<file path="src/rtl/eccCapturePkg.sv">
package eccCapturePkg;

  typedef struct packed {
    logic loadSram;
    logic loadFlash;
  } capStrobe_t;

  localparam int unsigned BitSramSingle  = 5;
  localparam int unsigned BitFlashSingle = 4;
  localparam int unsigned BitSramMulti   = 1;
  localparam int unsigned BitFlashMulti  = 0;
  localparam logic [7:0]  FlagMask       = 8'h33;

  localparam logic [7:0] OffCfg        = 8'h43;
  localparam logic [7:0] OffStatus     = 8'h42;
  localparam logic [7:0] OffSramAddr   = 8'h00;
  localparam logic [7:0] OffSramSyn    = 8'h04;
  localparam logic [7:0] OffSramMaster = 8'h08;
  localparam logic [7:0] OffSramAttr   = 8'h0C;
  localparam logic [7:0] OffSramData   = 8'h10;
  localparam logic [7:0] OffFlashAddr  = 8'h20;
  localparam logic [7:0] OffFlashMaster= 8'h24;
  localparam logic [7:0] OffFlashAttr  = 8'h28;
  localparam logic [7:0] OffFlashData  = 8'h2C;

endpackage

</file>
<file path="src/rtl/eccCaptureCtrl.sv">
module eccCaptureCtrl
  import eccCapturePkg::*;
(
  input  logic       clk,
  input  logic       rstN,
  input  logic       sramSingle,
  input  logic       sramMulti,
  input  logic       flashSingle,
  input  logic       flashMulti,
  input  logic       regSel,
  input  logic       regWrite,
  input  logic [7:0] regAddr,
  input  logic [7:0] regWdata,
  output logic [7:0] cfgBits,
  output logic [7:0] statusBits,
  output logic       irq,
  output capStrobe_t strobe
);

  logic       cfgWr;
  logic       statusWr;
  logic [7:0] setVec;
  logic [7:0] clrVec;
  logic       sramHeld;
  logic       flashHeld;

  assign cfgWr    = regSel && regWrite && (regAddr == OffCfg);
  assign statusWr = regSel && regWrite && (regAddr == OffStatus);

  always_comb begin
    setVec = '0;
    setVec[BitSramSingle]  = sramSingle  && cfgBits[BitSramSingle];
    setVec[BitFlashSingle] = flashSingle && cfgBits[BitFlashSingle];
    setVec[BitSramMulti]   = sramMulti   && cfgBits[BitSramMulti];
    setVec[BitFlashMulti]  = flashMulti  && cfgBits[BitFlashMulti];
  end

  assign clrVec = statusWr ? (regWdata & FlagMask) : 8'h00;

  always_ff @(posedge clk) begin
    if (!rstN) begin
      cfgBits    <= '0;
      statusBits <= '0;
    end else begin
      if (cfgWr) cfgBits <= regWdata & FlagMask;
      statusBits <= (statusBits & ~clrVec) | setVec;
    end
  end

  assign sramHeld  = statusBits[BitSramSingle]  | statusBits[BitSramMulti];
  assign flashHeld = statusBits[BitFlashSingle] | statusBits[BitFlashMulti];

  assign strobe.loadSram  = (setVec[BitSramSingle]  | setVec[BitSramMulti])  & ~sramHeld;
  assign strobe.loadFlash = (setVec[BitFlashSingle] | setVec[BitFlashMulti]) & ~flashHeld;

  assign irq = |statusBits;

endmodule

</file>
<file path="src/rtl/eccCaptureDatapath.sv">
module eccCaptureDatapath
  import eccCapturePkg::*;
#(
  parameter int unsigned AddrW   = 32,
  parameter int unsigned DataW   = 32,
  parameter int unsigned AttrW   = 8,
  parameter int unsigned MasterW = 4,
  parameter int unsigned SynW    = 8
) (
  input  logic               clk,
  input  logic               rstN,
  input  capStrobe_t         strobe,
  input  logic [AddrW-1:0]   sramAddr,
  input  logic [AttrW-1:0]   sramAttr,
  input  logic [DataW-1:0]   sramData,
  input  logic [MasterW-1:0] sramMaster,
  input  logic [SynW-1:0]    sramSyndrome,
  input  logic [AddrW-1:0]   flashAddr,
  input  logic [AttrW-1:0]   flashAttr,
  input  logic [DataW-1:0]   flashData,
  input  logic [MasterW-1:0] flashMaster,
  output logic [AddrW-1:0]   sramAddrQ,
  output logic [AttrW-1:0]   sramAttrQ,
  output logic [DataW-1:0]   sramDataQ,
  output logic [MasterW-1:0] sramMasterQ,
  output logic [SynW-1:0]    sramSynQ,
  output logic [AddrW-1:0]   flashAddrQ,
  output logic [AttrW-1:0]   flashAttrQ,
  output logic [DataW-1:0]   flashDataQ,
  output logic [MasterW-1:0] flashMasterQ
);

  always_ff @(posedge clk) begin
    if (!rstN) begin
      sramAddrQ   <= '0;
      sramAttrQ   <= '0;
      sramDataQ   <= '0;
      sramMasterQ <= '0;
      sramSynQ    <= '0;
    end else if (strobe.loadSram) begin
      sramAddrQ   <= sramAddr;
      sramAttrQ   <= sramAttr;
      sramDataQ   <= sramData;
      sramMasterQ <= sramMaster;
      sramSynQ    <= sramSyndrome;
    end
  end

  always_ff @(posedge clk) begin
    if (!rstN) begin
      flashAddrQ   <= '0;
      flashAttrQ   <= '0;
      flashDataQ   <= '0;
      flashMasterQ <= '0;
    end else if (strobe.loadFlash) begin
      flashAddrQ   <= flashAddr;
      flashAttrQ   <= flashAttr;
      flashDataQ   <= flashData;
      flashMasterQ <= flashMaster;
    end
  end

endmodule

</file>
<file path="src/rtl/eccCapture.sv">
module eccCapture
  import eccCapturePkg::*;
#(
  parameter int unsigned AddrW   = 32,
  parameter int unsigned DataW   = 32,
  parameter int unsigned AttrW   = 8,
  parameter int unsigned MasterW = 4,
  parameter int unsigned SynW    = 8,
  parameter int unsigned RdW     = 32
) (
  input  logic               clk,
  input  logic               rstN,
  input  logic               sramSingle,
  input  logic               sramMulti,
  input  logic [AddrW-1:0]   sramAddr,
  input  logic [AttrW-1:0]   sramAttr,
  input  logic [DataW-1:0]   sramData,
  input  logic [MasterW-1:0] sramMaster,
  input  logic [SynW-1:0]    sramSyndrome,
  output logic               sramErrResp,
  input  logic               flashSingle,
  input  logic               flashMulti,
  input  logic [AddrW-1:0]   flashAddr,
  input  logic [AttrW-1:0]   flashAttr,
  input  logic [DataW-1:0]   flashData,
  input  logic [MasterW-1:0] flashMaster,
  output logic               flashErrResp,
  input  logic               regSel,
  input  logic               regWrite,
  input  logic [7:0]         regAddr,
  input  logic [7:0]         regWdata,
  output logic [RdW-1:0]     regRdata,
  output logic               irq
);

  capStrobe_t         strobe;
  logic [7:0]         cfgBits;
  logic [7:0]         statusBits;
  logic [AddrW-1:0]   sramAddrCap;
  logic [AttrW-1:0]   sramAttrCap;
  logic [DataW-1:0]   sramDataCap;
  logic [MasterW-1:0] sramMasterCap;
  logic [SynW-1:0]    sramSynCap;
  logic [AddrW-1:0]   flashAddrCap;
  logic [AttrW-1:0]   flashAttrCap;
  logic [DataW-1:0]   flashDataCap;
  logic [MasterW-1:0] flashMasterCap;

  eccCaptureCtrl uCtrl (
    .clk, .rstN,
    .sramSingle, .sramMulti, .flashSingle, .flashMulti,
    .regSel, .regWrite, .regAddr, .regWdata,
    .cfgBits, .statusBits, .irq, .strobe
  );

  eccCaptureDatapath #(
    .AddrW(AddrW), .DataW(DataW), .AttrW(AttrW),
    .MasterW(MasterW), .SynW(SynW)
  ) uData (
    .clk, .rstN, .strobe,
    .sramAddr, .sramAttr, .sramData, .sramMaster, .sramSyndrome,
    .flashAddr, .flashAttr, .flashData, .flashMaster,
    .sramAddrQ(sramAddrCap), .sramAttrQ(sramAttrCap), .sramDataQ(sramDataCap),
    .sramMasterQ(sramMasterCap), .sramSynQ(sramSynCap),
    .flashAddrQ(flashAddrCap), .flashAttrQ(flashAttrCap),
    .flashDataQ(flashDataCap), .flashMasterQ(flashMasterCap)
  );

  assign sramErrResp  = sramMulti;
  assign flashErrResp = flashMulti;

  always_comb begin
    unique case (regAddr)
      OffCfg:         regRdata = RdW'(cfgBits);
      OffStatus:      regRdata = RdW'(statusBits);
      OffSramAddr:    regRdata = RdW'(sramAddrCap);
      OffSramSyn:     regRdata = RdW'(sramSynCap);
      OffSramMaster:  regRdata = RdW'(sramMasterCap);
      OffSramAttr:    regRdata = RdW'(sramAttrCap);
      OffSramData:    regRdata = RdW'(sramDataCap);
      OffFlashAddr:   regRdata = RdW'(flashAddrCap);
      OffFlashMaster: regRdata = RdW'(flashMasterCap);
      OffFlashAttr:   regRdata = RdW'(flashAttrCap);
      OffFlashData:   regRdata = RdW'(flashDataCap);
      default:        regRdata = '0;
    endcase
  end

endmodule

</file>
<file path="config.mk">
export PLATFORM = sky130hd
export DESIGN_NAME = eccCapture
export DESIGN_NICKNAME = d
export VERILOG_FILES = /design/src/rtl/eccCapturePkg.sv /design/src/rtl/eccCaptureCtrl.sv /design/src/rtl/eccCaptureDatapath.sv /design/src/rtl/eccCapture.sv
export SDC_FILE = /design/constraint.sdc
export NUM_CORES = 1
export LEC_CHECK = 0
export ABC_AREA = 1
export CORE_MARGIN = 8
export CORE_UTILIZATION = 39
export DETAILED_ROUTE_END_ITERATION = 10
export PLACE_DENSITY = 0.7
export SLEW_MARGIN = 20
export SYNTH_ARGS = -nofsm -noshare
export SYNTH_HDL_FRONTEND = slang
export SYNTH_SLANG_ARGS = --single-unit
export TNS_END_PERCENT = 10
</file>
<file path="constraint.sdc">
create_clock -name clk -period 1.3 [get_ports clk]
set_clock_uncertainty 0.05 [all_clocks]
set_input_delay 0.26 -clock clk [delete_from_list [all_inputs] [get_ports clk]]
set_output_delay 0.26 -clock clk [all_outputs]
set_load 0.05 [all_outputs]
</file>
# Word-level counts from Yosys, hierarchy flattened
# Index checks and enable logic that the tools add are counted.
# word_totals
ff_bits	172
latch_bits	0
ram_bits	0
romBits	0
inputBits	184
out_inout_bits	35
wordCells	43
memories	0
# op_classes
add_sub_neg	0
mul	0
n_div	0
n_lt_le_gt_ge	0
n_eq_ne	10
shifts	0
mux	2
bitwise_logic	11
n_reduce_logical	9
# op_table
cell	n
one-hot mux 32 bit (11 select lines)	1
equality test 8 x 6 -> 1 bit, second input constant	4
equality test 8 x 4 -> 1 bit, second input constant	2
equality test 8 x 7 -> 1 bit, second input constant	2
AND 8 bit	1
equality test 8 x 3 -> 1 bit, second input constant	1
equality test 8 x 5 -> 1 bit, second input constant	1
zero test 8 bit	1
NOT 8 bit	1
bitwise OR 8 x 6 -> 8 bit	1
OR reduction 8 bit	1
logical AND 1 bit	7
2-to-1 mux 6 bit	1
bitwise OR 1 bit	4
AND 1 bit	2
NOT 1 bit	2

# Logic depth before layout (Yosys ltp)
# Gate-level depths: netlist (run 1).
# logic_depth
word_depth	6
ltp_mapped	9

# Modules after synthesis
# From an unflattened synthesis (run 1), not the netlist that was laid out.
# unflattened
cells_unflattened	1424
hier_area_um2	8652.0
# by_module_without_submodules
module	n_inst	cells_per_inst	area_each_um2	seq_area_each_um2
eccCaptureDatapath	1	1014	6598.8	3203.1
eccCapture	1	341	1586.5	0.0
eccCaptureCtrl	1	69	466.7	160.2

# Worst setup path before layout (run 1)
# No wires, ideal clock.
# synth_path
kind	input port to output port
start	input port regAddr[6]
end	output port regRdata[16]
arrival_ps	1300
required_time_ps	990
slack_ps	-310
stages	8
n_path_buf	1
cell_sequence	inv_1 > nand2_2 > nor2_4 > nand2_2 > inv_4 > buf_6 > nand2_1 > nand4_1
# synth_between
elab_chain_cells	2
word_cells_on_any_way	12
# synth_rtl
element	line	text
start: declaration	eccCapture.sv:30	input logic [7:0] regAddr,
equality test 8 x 6 -> 1 bit, or another cell as far along	eccCapture.sv:73	unique case (regAddr)
one-hot mux 32 bit (11 select lines) (*)	eccCapture.sv:73	
end: declaration	eccCapture.sv:32	output logic [RdW-1:0] regRdata,
# Every way passes the cells marked *; elsewhere a longest branch is shown, timed or not.

# Worst setup path in the final report (run 1)
# layout_path
start	input port regAddr[5]
end	output port regRdata[25]
# The elaborated chain is that of the path after synthesis.

==> qor.yml, run 1 <==
ios: 219
vias_per_cell: 5.27
cts.sinks: 168
fin_ws_ns: -0.474
ctsHoldBuffers: 0
reg2regPathDepth: 4
drtIter0Drc: 714
status: "finished with violations"
fp.dieW_um: 156
reg2reg_slack_ns: -0.04
hp-class: "in -> reg"
numPlacedInstances: 1528
placed_area_um2: 10800
core_um2: 19300
yosysSeqAreaShare: 0.441
clockBufferDepth: 2
grt_pass1_vias: 7901
fin_crit_sh: 1.36
wl_met1_um: 12200
synth-seq-cells: 168
routedWlPerCell_um: 18.2
syn_area_per_cell_um2: 7.14
critPathCaptureType: "primary output"
port_buffers: 214
setup.worst_path.class: "in -> out"
min_path_cells: 3
synth.distinct_cells: 23
ant_nets: 0
crit_required_ns: 0.99
cp-startpoint: "regAddr[5]"
post-place-ws_ns: -1.02
drive_gt1_frac: 0.205
max_freq_mhz: 564
h-tree-depth: 4
ys_warn_count: 0
syn2layout_area_growth_pct: 58.1
core.rowCount: 51
stdcell_count: 1571
top_layer: "met5"
cpPeakStageDelay_ns: 0.17
path_max_fanout: 7
max_cap_violations: 0
min_period_ns: 1.77
grt.total_usage: 0.226
syn_nets: 1251
die-area_um2: 24300
clkLatencyLatePin_ns: 0.43
vdd_drop_max_mv: 0.903
dp_hpwl_um: 20700
final_util: 0.623
crit_path_cell_trace: "buf_4 > nor2_4 > nand2_2 > nor2_4 > buf_12 > buf_12 > nand2_2 > nand4_1 > buf_12"
wl_met2_um: 13200
max-slew-margin-rel: 0.829
worst_ep_arrival_time_ns: 1.46
rr_endpoint: "uData.sramDataQ[6]"
p_leak_nw: 4.46
dr_wl_met3_um: 2530
nets: 1476
cts-root-buf: "clkbuf_16"
grt_max_degree: 60
cts_made_buffers: 17
remaining_drc_errors: 0
dr.pass1.iters: 5
vias: 8275
die_y_um: 156
violations: "setup timing"
initial_core_util: 0.394
grt_pass1_wl_um: 42900
worstHoldStart: "flashMulti"
antenna_found_initial: 3
min_to: "uCtrl.statusBits[0]"
path_common_cell: "buf_12"
synth_area_um2: 7620
clkTransAtPathRegs_ns: 0.07
routed_wirelength_um: 28600
rsz0062_at_grt: "yes"
cts_tree: "yes"
start_kind: "primary input"
hold_violations: 0
finalMaxSlewViolations: 0
worstMarginPinSlew_ns: 0.256
critical-path-slowest-cell: "buf_12"
worstReg2RegStart: "uCtrl.statusBits[1]"
place.gp.congestion: 0.930
fin_area_um2: 12000
setup_violations: 48
p_per_area_nw_per_um2: 964
synthCells: 1067
gr-total-overflow: 0
how the worst max path moves through the flow:
stage                   endpoint  depth (start not counted)  slack (ns)
floorplan           regRdata[11]                          8       -0.28
detailed placement  regRdata[29]                         10       -1.02
global placement    regRdata[15]                         10       -0.98
CTS                 regRdata[26]                         10       -0.49
finish              regRdata[25]                          9       -0.47
global route        regRdata[20]                          9       -0.52
cells in the final DEF, fill, tap and decap left out, drive strengths merged, types with 2 or more instances in the layout:
cell type	synthesis	final
clkdlybuf4s50	0	170
dfxtp	168	168
buf	73	118
nand4	28	28
bufinv	0	4
clkinvlp	0	2
nand3	208	208
nand2	319	319
o21ai	18	18
inv	32	39
clkbuf	13	21
a21oi	168	168
nor2	39	39
per-layer routing:
layer  up-vias  GRT usage
met5         -          0
met4         4     0.0716
met3        49     0.0651
met2       334      0.353
met1      3858      0.295
li1       4030          -
layout make-up:
cell class | count | area [µm²]
antenna | 1 | 2.50
clock inverter | 14 | 210
tap | 265 | 332
timing repair buffer | 292 | 3570
fill | 1604 | 7290
sequential | 168 | 3370
clock buffer | 18 | 429
multi-input combinational | 781 | 3950
inverter | 32 | 184
flip-flops by register name, indices dropped and copies added (netlist names):
signal and cells:
uData.sramDataQ 32, uData.flashAddrQ 32, uCtrl.cfgBits 4, uCtrl.statusBits 4, uData.flashDataQ 32, uData.sramAttrQ 8, uData.flashMasterQ 4, uData.flashAttrQ 8
uData.sramAddrQ 32, uData.sramSynQ 8, uData.sramMasterQ 4
where the power goes:
part	switching [mW]	internal, mW	total [mW]
Combinational	0.347	0.601	0.949
Sequential	0.00293	5.15	5.15
Clock	2.23	3.28	5.51
Total	2.58	9.03	11.6
synth_stat cells:
library cell | number | area (µm²)
inv_2 | 4 | 15.0
and3_1 | 1 | 6.26
nand2_4 | 2 | 22.5
nand3_2 | 3 | 30.0
nand4_1 | 28 | 175
nor2_8 | 1 | 20.0
dfxtp_1 | 168 | 3360
nand2_2 | 9 | 56.3
nand3_1 | 205 | 1030
buf_2 | 47 | 235
nor2_1 | 32 | 120
inv_4 | 3 | 18.8
o21ai_1 | 4 | 20.0
o21ai_0 | 14 | 70.1
nor2_4 | 4 | 45.0
a21oi_1 | 168 | 841
buf_6 | 10 | 113
inv_1 | 25 | 93.8
buf_4 | 16 | 120
clkbuf_1 | 12 | 45.0
clkbuf_8 | 1 | 13.8
nand2_1 | 308 | 1160
nor2_2 | 2 | 12.5
per-stage QoR:
stage          setup TNS [ns]  power, mW  hold WS [ns]
6_report               -14.14       11.6         0.240
5_1_grt                -19.96       11.9         0.237
4_1_cts                -15.42       11.6         0.268
3_5_place_dp          -105.29       6.17         0.397
3_3_place_gp          -101.96       6.17         0.388
2_1_floorplan           -8.06       5.47         0.348
cells by family (layout without fill, tap and decap cells):
logic type,count (synthesis),after routing,share of synthesized area
AND/OR/NAND/NOR,595,595,0.350
other,0,1,0
AO/OA/AOI/OAI,186,186,0.122
flip-flops,168,168,0.441
buffers and inverters,118,356,0.0859
repair_timing:
item / CTS / global route
buffers inserted: 5 / 3
resized for setup: 94 / 91
pin swaps: 38 / 42
setup endpoints to repair: 180 / 177
cloned: 2 / 3
critical path, delay by kind of cell:
family / cells / cell delay (ns)
buf+inv: 4 / 0.62
simple gates: 5 / 0.58
Note: power is estimated with default switching activity, not from simulation.
==> inputs of run 2 (changes only) <==
--- a/config.mk
+++ b/config.mk
@@ -5,7 +5,6 @@
 export SDC_FILE = /design/constraint.sdc
 export NUM_CORES = 1
 export LEC_CHECK = 0
-export ABC_AREA = 1
 export CORE_MARGIN = 8
 export CORE_UTILIZATION = 39
 export DETAILED_ROUTE_END_ITERATION = 10
@@ -13,5 +12,6 @@
 export SLEW_MARGIN = 20
 export SYNTH_ARGS = -nofsm -noshare
 export SYNTH_HDL_FRONTEND = slang
+export SYNTH_HIERARCHICAL = 1
 export SYNTH_SLANG_ARGS = --single-unit
 export TNS_END_PERCENT = 10
==> qor.yml, run 2 <==
yosys_most_used_dff: "dfxtp_1"
synth_xor_area_frac: 0
max_cap_violations: 0
port_buffers: 214
synthCells: 758
synth_top_family_by_area: "multiplexers"
core.rowCount: 52
yosysSeqAreaShare: 0.429
crit_required_ns: 0.99
max_freq_mhz: 448
place.gp.congestion: 0.934
crit_path_cell_trace: "buf_4 > or3b_1 > or4_1 > nor2_2 > buf_6 > a22o_1 > or3_4 > buf_12"
antenna_found_initial: 2
synth-seq-cells: 168
routed_wirelength_um: 25100
cts_made_buffers: 17
cts.sinks: 168
synth_edf_count: 0
synth_compound_area_frac: 0.0737
post-place-ws_ns: -1.39
yosys.area.top_type: "dfxtp_1"
grt.total_usage: 0.199
yosysMostFrequentCell: "dfxtp_1"
grt_max_degree: 68
final-seq-area_um2: 3370
worst_ep_arrival_time_ns: 1.92
layout_commonest_cell: "clkdlybuf4s50_1"
h-tree-depth: 4
min_period_ns: 2.23
setup.worst_path.class: "in -> out"
synth_fa_ha_area_frac: 0
synth_area_leaders: "dfxtp_1 43%, mux2i_1 21%, nor2b_1 13%, a222oi_1 3.6%, nand2_1 3.5%"
syn2layout_area_growth_pct: 59.8
p_leak_nw: 4.53
hold_ws_ns: 0.258
gr-total-overflow: 0
hp-class: "in -> reg"
cts-root-buf: "clkbuf_16"
die-area_um2: 24900
syn_area_per_cell_um2: 10.4
fin_ws_ns: -0.933
fillers: 1608
fp.dieW_um: 158
drtIter0Drc: 410
dp_hpwl_um: 18100
cts_tree: "yes"
drive_gt1_frac: 0.273
rsz0062_at_grt: "yes"
start_kind: "primary input"
synth_area_um2: 7850
vdd_drop_max_mv: 0.812
ant_nets: 0
synth.distinct_cells: 44
violations: "setup timing"
ios: 219
setup_violations: 192
finalMaxSlewViolations: 0
fin_area_um2: 12500
totalPowerFinal_mw: 11.6
clkLatencyLatePin_ns: 0.43
nets: 1244
grt_pass1_vias: 6742
initial_core_util: 0.393
synth-async-reset-ratio: 0
stdcell_count: 1345
core_um2: 20000
placed_area_um2: 11500
p_per_area_nw_per_um2: 928
cpPeakStageDelay_ns: 0.42
routedWlPerCell_um: 18.7
ys_warn_count: 6
die_y_um: 158
ys_top_cells_by_count: "168 x dfxtp_1, 166 x mux2i_1, 160 x nor2b_1"
dr.pass1.iters: 6
yosys-mux-area-fraction: 0.218
status: "finished with violations"
vias: 6656
synthSimpleGateAreaFrac: 0.210
critPathCaptureType: "primary output"
clkTransAtPathRegs_ns: 0.06
path_max_fanout: 7
multi_input_area_um2: 4400
numPlacedInstances: 1301
critical-path-slowest-cell: "or4_1"
vias_per_cell: 4.95
remaining_drc_errors: 0
fin_crit_sh: 1.72
clockBufferDepth: 2
synth_top_area_frac: 0.429
final_cell_mix: "166 x clkdlybuf4s50_1, 163 x mux2i_1, 163 x dfxtp_1"
grt_pass1_wl_um: 37800
hold_violations: 0
[run 2: cell count changes after synthesis, sizes merged, moves of 7 or more]
cell,before,now
nand2,319,73
nand3,208,11
a21oi,168,0
mux2i,0,166
nor2b,0,160
inv,32,2
a222oi,0,28
nand4,28,0
nor2,39,12
buf,73,48
o21ai,18,1
a22oi,0,11
a221oi,0,7
[run 2: area by class of cell]
cell class / instances / area share
Clock inverter: 12 / 0.0151
Tap cell: 270 / 0.0269
Timing Repair Buffer: 342 / 0.301
Clock buffer: 20 / 0.0364
Multi-Input combinational cell: 529 / 0.351
Sequential cell: 168 / 0.269
Antenna cell: 2 / 0.000399
Inverter: 2 / 0.000599
[run 2: repair_timing]
item | in CTS | in global routing
hold buffers | 0 | 0
resized for setup | 82 | 39
endpoints found under the setup margin | 203 | 194
cloned | 2 | 1
pin swaps | 19 | 7
setup buffers | 7 | 1
[run 2: through the flow]
step,setup TNS (ns),util
floorplan,-43.64,-
global placement,-156.22,0.576
detailed placement,-160.23,0.576
CTS,-61.22,0.623
global route,-69.42,0.628
finish,-58.11,0.628
[run 2: power breakdown]
group	switching [mW]	internal, mW
registers	0.00153	5.14
logic	0.291	0.652
clock network	2.19	3.36
total	2.48	9.15
[run 2: layer usage]
metal  track usage  vias to the layer above  part of all wire  routed length [µm]
li1              -                     3266                 -                   -
met1         0.261                     3163              0.46               11500
met2         0.318                      203              0.47               11900
met3        0.0374                       24             0.051                1280
met4        0.0721                        0             0.015                 387
met5             0                        -                 0                   0
[run 2: cell families after synthesis]
family	after synthesis
multiplexers	170
other	1
buffers and inverters	68
AND/OR/NAND/NOR	285
AO/OA/AOI/OAI	66
flip-flops	168
[run 2: worst max-delay path, delay by kind of cell]
kind,cells,cell delay [ns]
and+or+nand+nor,4,1.11
buffers and inverters,3,0.41
AOI/OAI and AO/OA,1,0.13
[run 2: final timing paths]
| kind | cells past startpoint | slack [ns] | startpoint | endpoint |
|---|---|---|---|---|
| worst min register to register | 2 | 0.47 | uCtrl/cfgBits[0] | uCtrl/cfgBits[0] |
| worst max register to register | 6 | -0.28 | uCtrl/cfgBits[4] | uData/flashDataQ[18] |
| worst min-delay path | 4 | 0.26 | rstN | uCtrl/statusBits[1] |
| worst max-delay path | 8 | -0.93 | regAddr[3] | regRdata[0] |
==> inputs of run 3 (changes only) <==
--- a/config.mk
+++ b/config.mk
@@ -5,6 +5,8 @@
 export SDC_FILE = /design/constraint.sdc
 export NUM_CORES = 1
 export LEC_CHECK = 0
+export CAP_MARGIN = 25
+export CORE_ASPECT_RATIO = 1.2
 export CORE_MARGIN = 8
 export CORE_UTILIZATION = 39
 export DETAILED_ROUTE_END_ITERATION = 10
==> qor.yml, run 3 (synthesis gave the netlist of run 2 again) <==
die_y_um: 171
hold_ws_ns: 0.0881
max_freq_mhz: 464
finalMaxSlewViolations: 0
clkTransAtPathRegs_ns: 0.07
internal-power_mw: 8.51
remaining_drc_errors: 0
fin_ws_ns: -0.854
hp-class: "in -> reg"
switching_share: 0.219
seqPwrFrac: 0.472
critPathCaptureType: "primary output"
core_um2: 20000
fillers: 1657
crit_required_ns: 0.99
drive_gt1_frac: 0.262
rsz0062_at_grt: "yes"
worstMarginPinSlew_ns: 0.600
status: "finished with violations"
fp.dieW_um: 145
worst_ep_arrival_time_ns: 1.84
ant_nets: 0
layout_commonest_cell: "clkdlybuf4s50_1"
routedWlPerCell_um: 18.4
core.rowCount: 57
clockBufferDepth: 2
vdd_drop_max_mv: 0.825
syn2layout_area_growth_pct: 57.1
die-area_um2: 24900
nets: 1229
n_antenna_cell: 0
max_cap_violations: 0
path_max_fanout: 23
cts.sinks: 168
vias: 6569
routed_wirelength_um: 24400
vias_per_cell: 4.97
fin_crit_sh: 1.66
start_kind: "primary input"
clkLatencyLatePin_ns: 0.41
violations: "setup timing"
cts-root-buf: "clkbuf_16"
post-place-ws_ns: -1.38
dr.pass1.iters: 7
hold_violations: 0
setup_violations: 192
p_per_area_nw_per_um2: 884
place.gp.congestion: 0.859
initial_core_util: 0.393
reg2reg_slack_ns: -0.25
pwr-share-clk: 0.439
gr-total-overflow: 0
grt.total_usage: 0.190
grt_max_degree: 88
cts_tree: "yes"
min_period_ns: 2.15
port_buffers: 214
h-tree-depth: 4
ios: 219
grt_pass1_vias: 6887
grt_pass1_wl_um: 37300
setup.worst_path.class: "in -> out"
numPlacedInstances: 1281
ctsHoldBuffers: 0
dp_hpwl_um: 17900
stdcell_count: 1323
antenna_found_initial: 0
p_leak_nw: 4.28
drtIter0Drc: 452
cts_made_buffers: 17
max-slew-margin-rel: 0.600
power_switching_mw: 2.38
final_cell_mix: "166 x clkdlybuf4s50_1, 165 x mux2i_1, 163 x dfxtp_1"
p_comb_frac: 0.088
run 3: changes by cell type in the layout (fill, tap and decap cells not counted), sizes merged:
| cell | delta |
|---|---|
| clkinvlp | +2 |
| dlygate4sd2 | -1 |
| buf | -15 |
| clkbuf | +2 |
| dlymetal6s2s | +1 |
| diode | -2 |
| inv | -1 |
| bufinv | -3 |
run 3: final cells by class:
cell class / count / area [µm²] / share of cell area
sequential: 168 / 3370 / 0.274
inverter: 2 / 7.51 / 0.000609
clock inverter: 10 / 96.3 / 0.00781
clock buffer: 22 / 454 / 0.0368
timing repair buffer: 327 / 3680 / 0.298
multi-input combinational: 529 / 4390 / 0.356
tap: 265 / 332 / 0.0269
run 3: repair_timing:
action	in CTS	in global routing
cloned	0	1
gates resized for setup	103	21
endpoints found under the setup margin	203	193
setup buffers	12	1
pin swaps	16	7
run 3: worst paths after layout:
| kind | endpoint | depth (start not counted) | startpoint |
|---|---|---|---|
| worst min-delay path | uCtrl/statusBits[1] | 3 | rstN |
| worst min register to register | uData/flashAddrQ[22] | 2 | uData/flashAddrQ[22] |
| worst max register to register | uData/flashDataQ[24] | 6 | uCtrl/cfgBits[4] |
| worst max-delay path | regRdata[1] | 8 | regAddr[0] |
run 3: power by group through the flow:
stage               Clock (mW)  Sequential [mW]  Combinational, mW
detailed placement           0             5.27              0.910
finish                    4.79             5.14              0.964
CTS                       4.91             5.15              0.954
floorplan                    0             5.26              0.233
global route              5.09             5.14               1.02
global placement             0             5.27              0.910
run 3: metal layers:
| layer | track usage | share of wire |
|---|---|---|
| met5 | 0 | 0 |
| met4 | 0.0725 | 0.027 |
| met3 | 0.0458 | 0.049 |
| met2 | 0.338 | 0.50 |
| met1 | 0.217 | 0.42 |
run 3: metrics by stage:
stage          TNS, ns  utilization  cell area (µm²)  power, mW
2_1_floorplan   -43.64            -             8110       5.50
3_3_place_gp   -148.73        0.570            11400       6.18
3_5_place_dp   -152.53        0.570            11400       6.18
4_1_cts         -55.42        0.613            12200       11.0
5_1_grt         -67.35        0.617            12300       11.3
6_report        -54.52        0.617            12300       10.9
run 3: worst max-delay path: stages:
cell and delay, ns:
buf_12 0.11, or4_4 0.58, nor2_2 0.18, buf_12 0.20
a221o_1 0.21, a221oi_2 0.05, nand3_2 0.11, buf_12 0.14
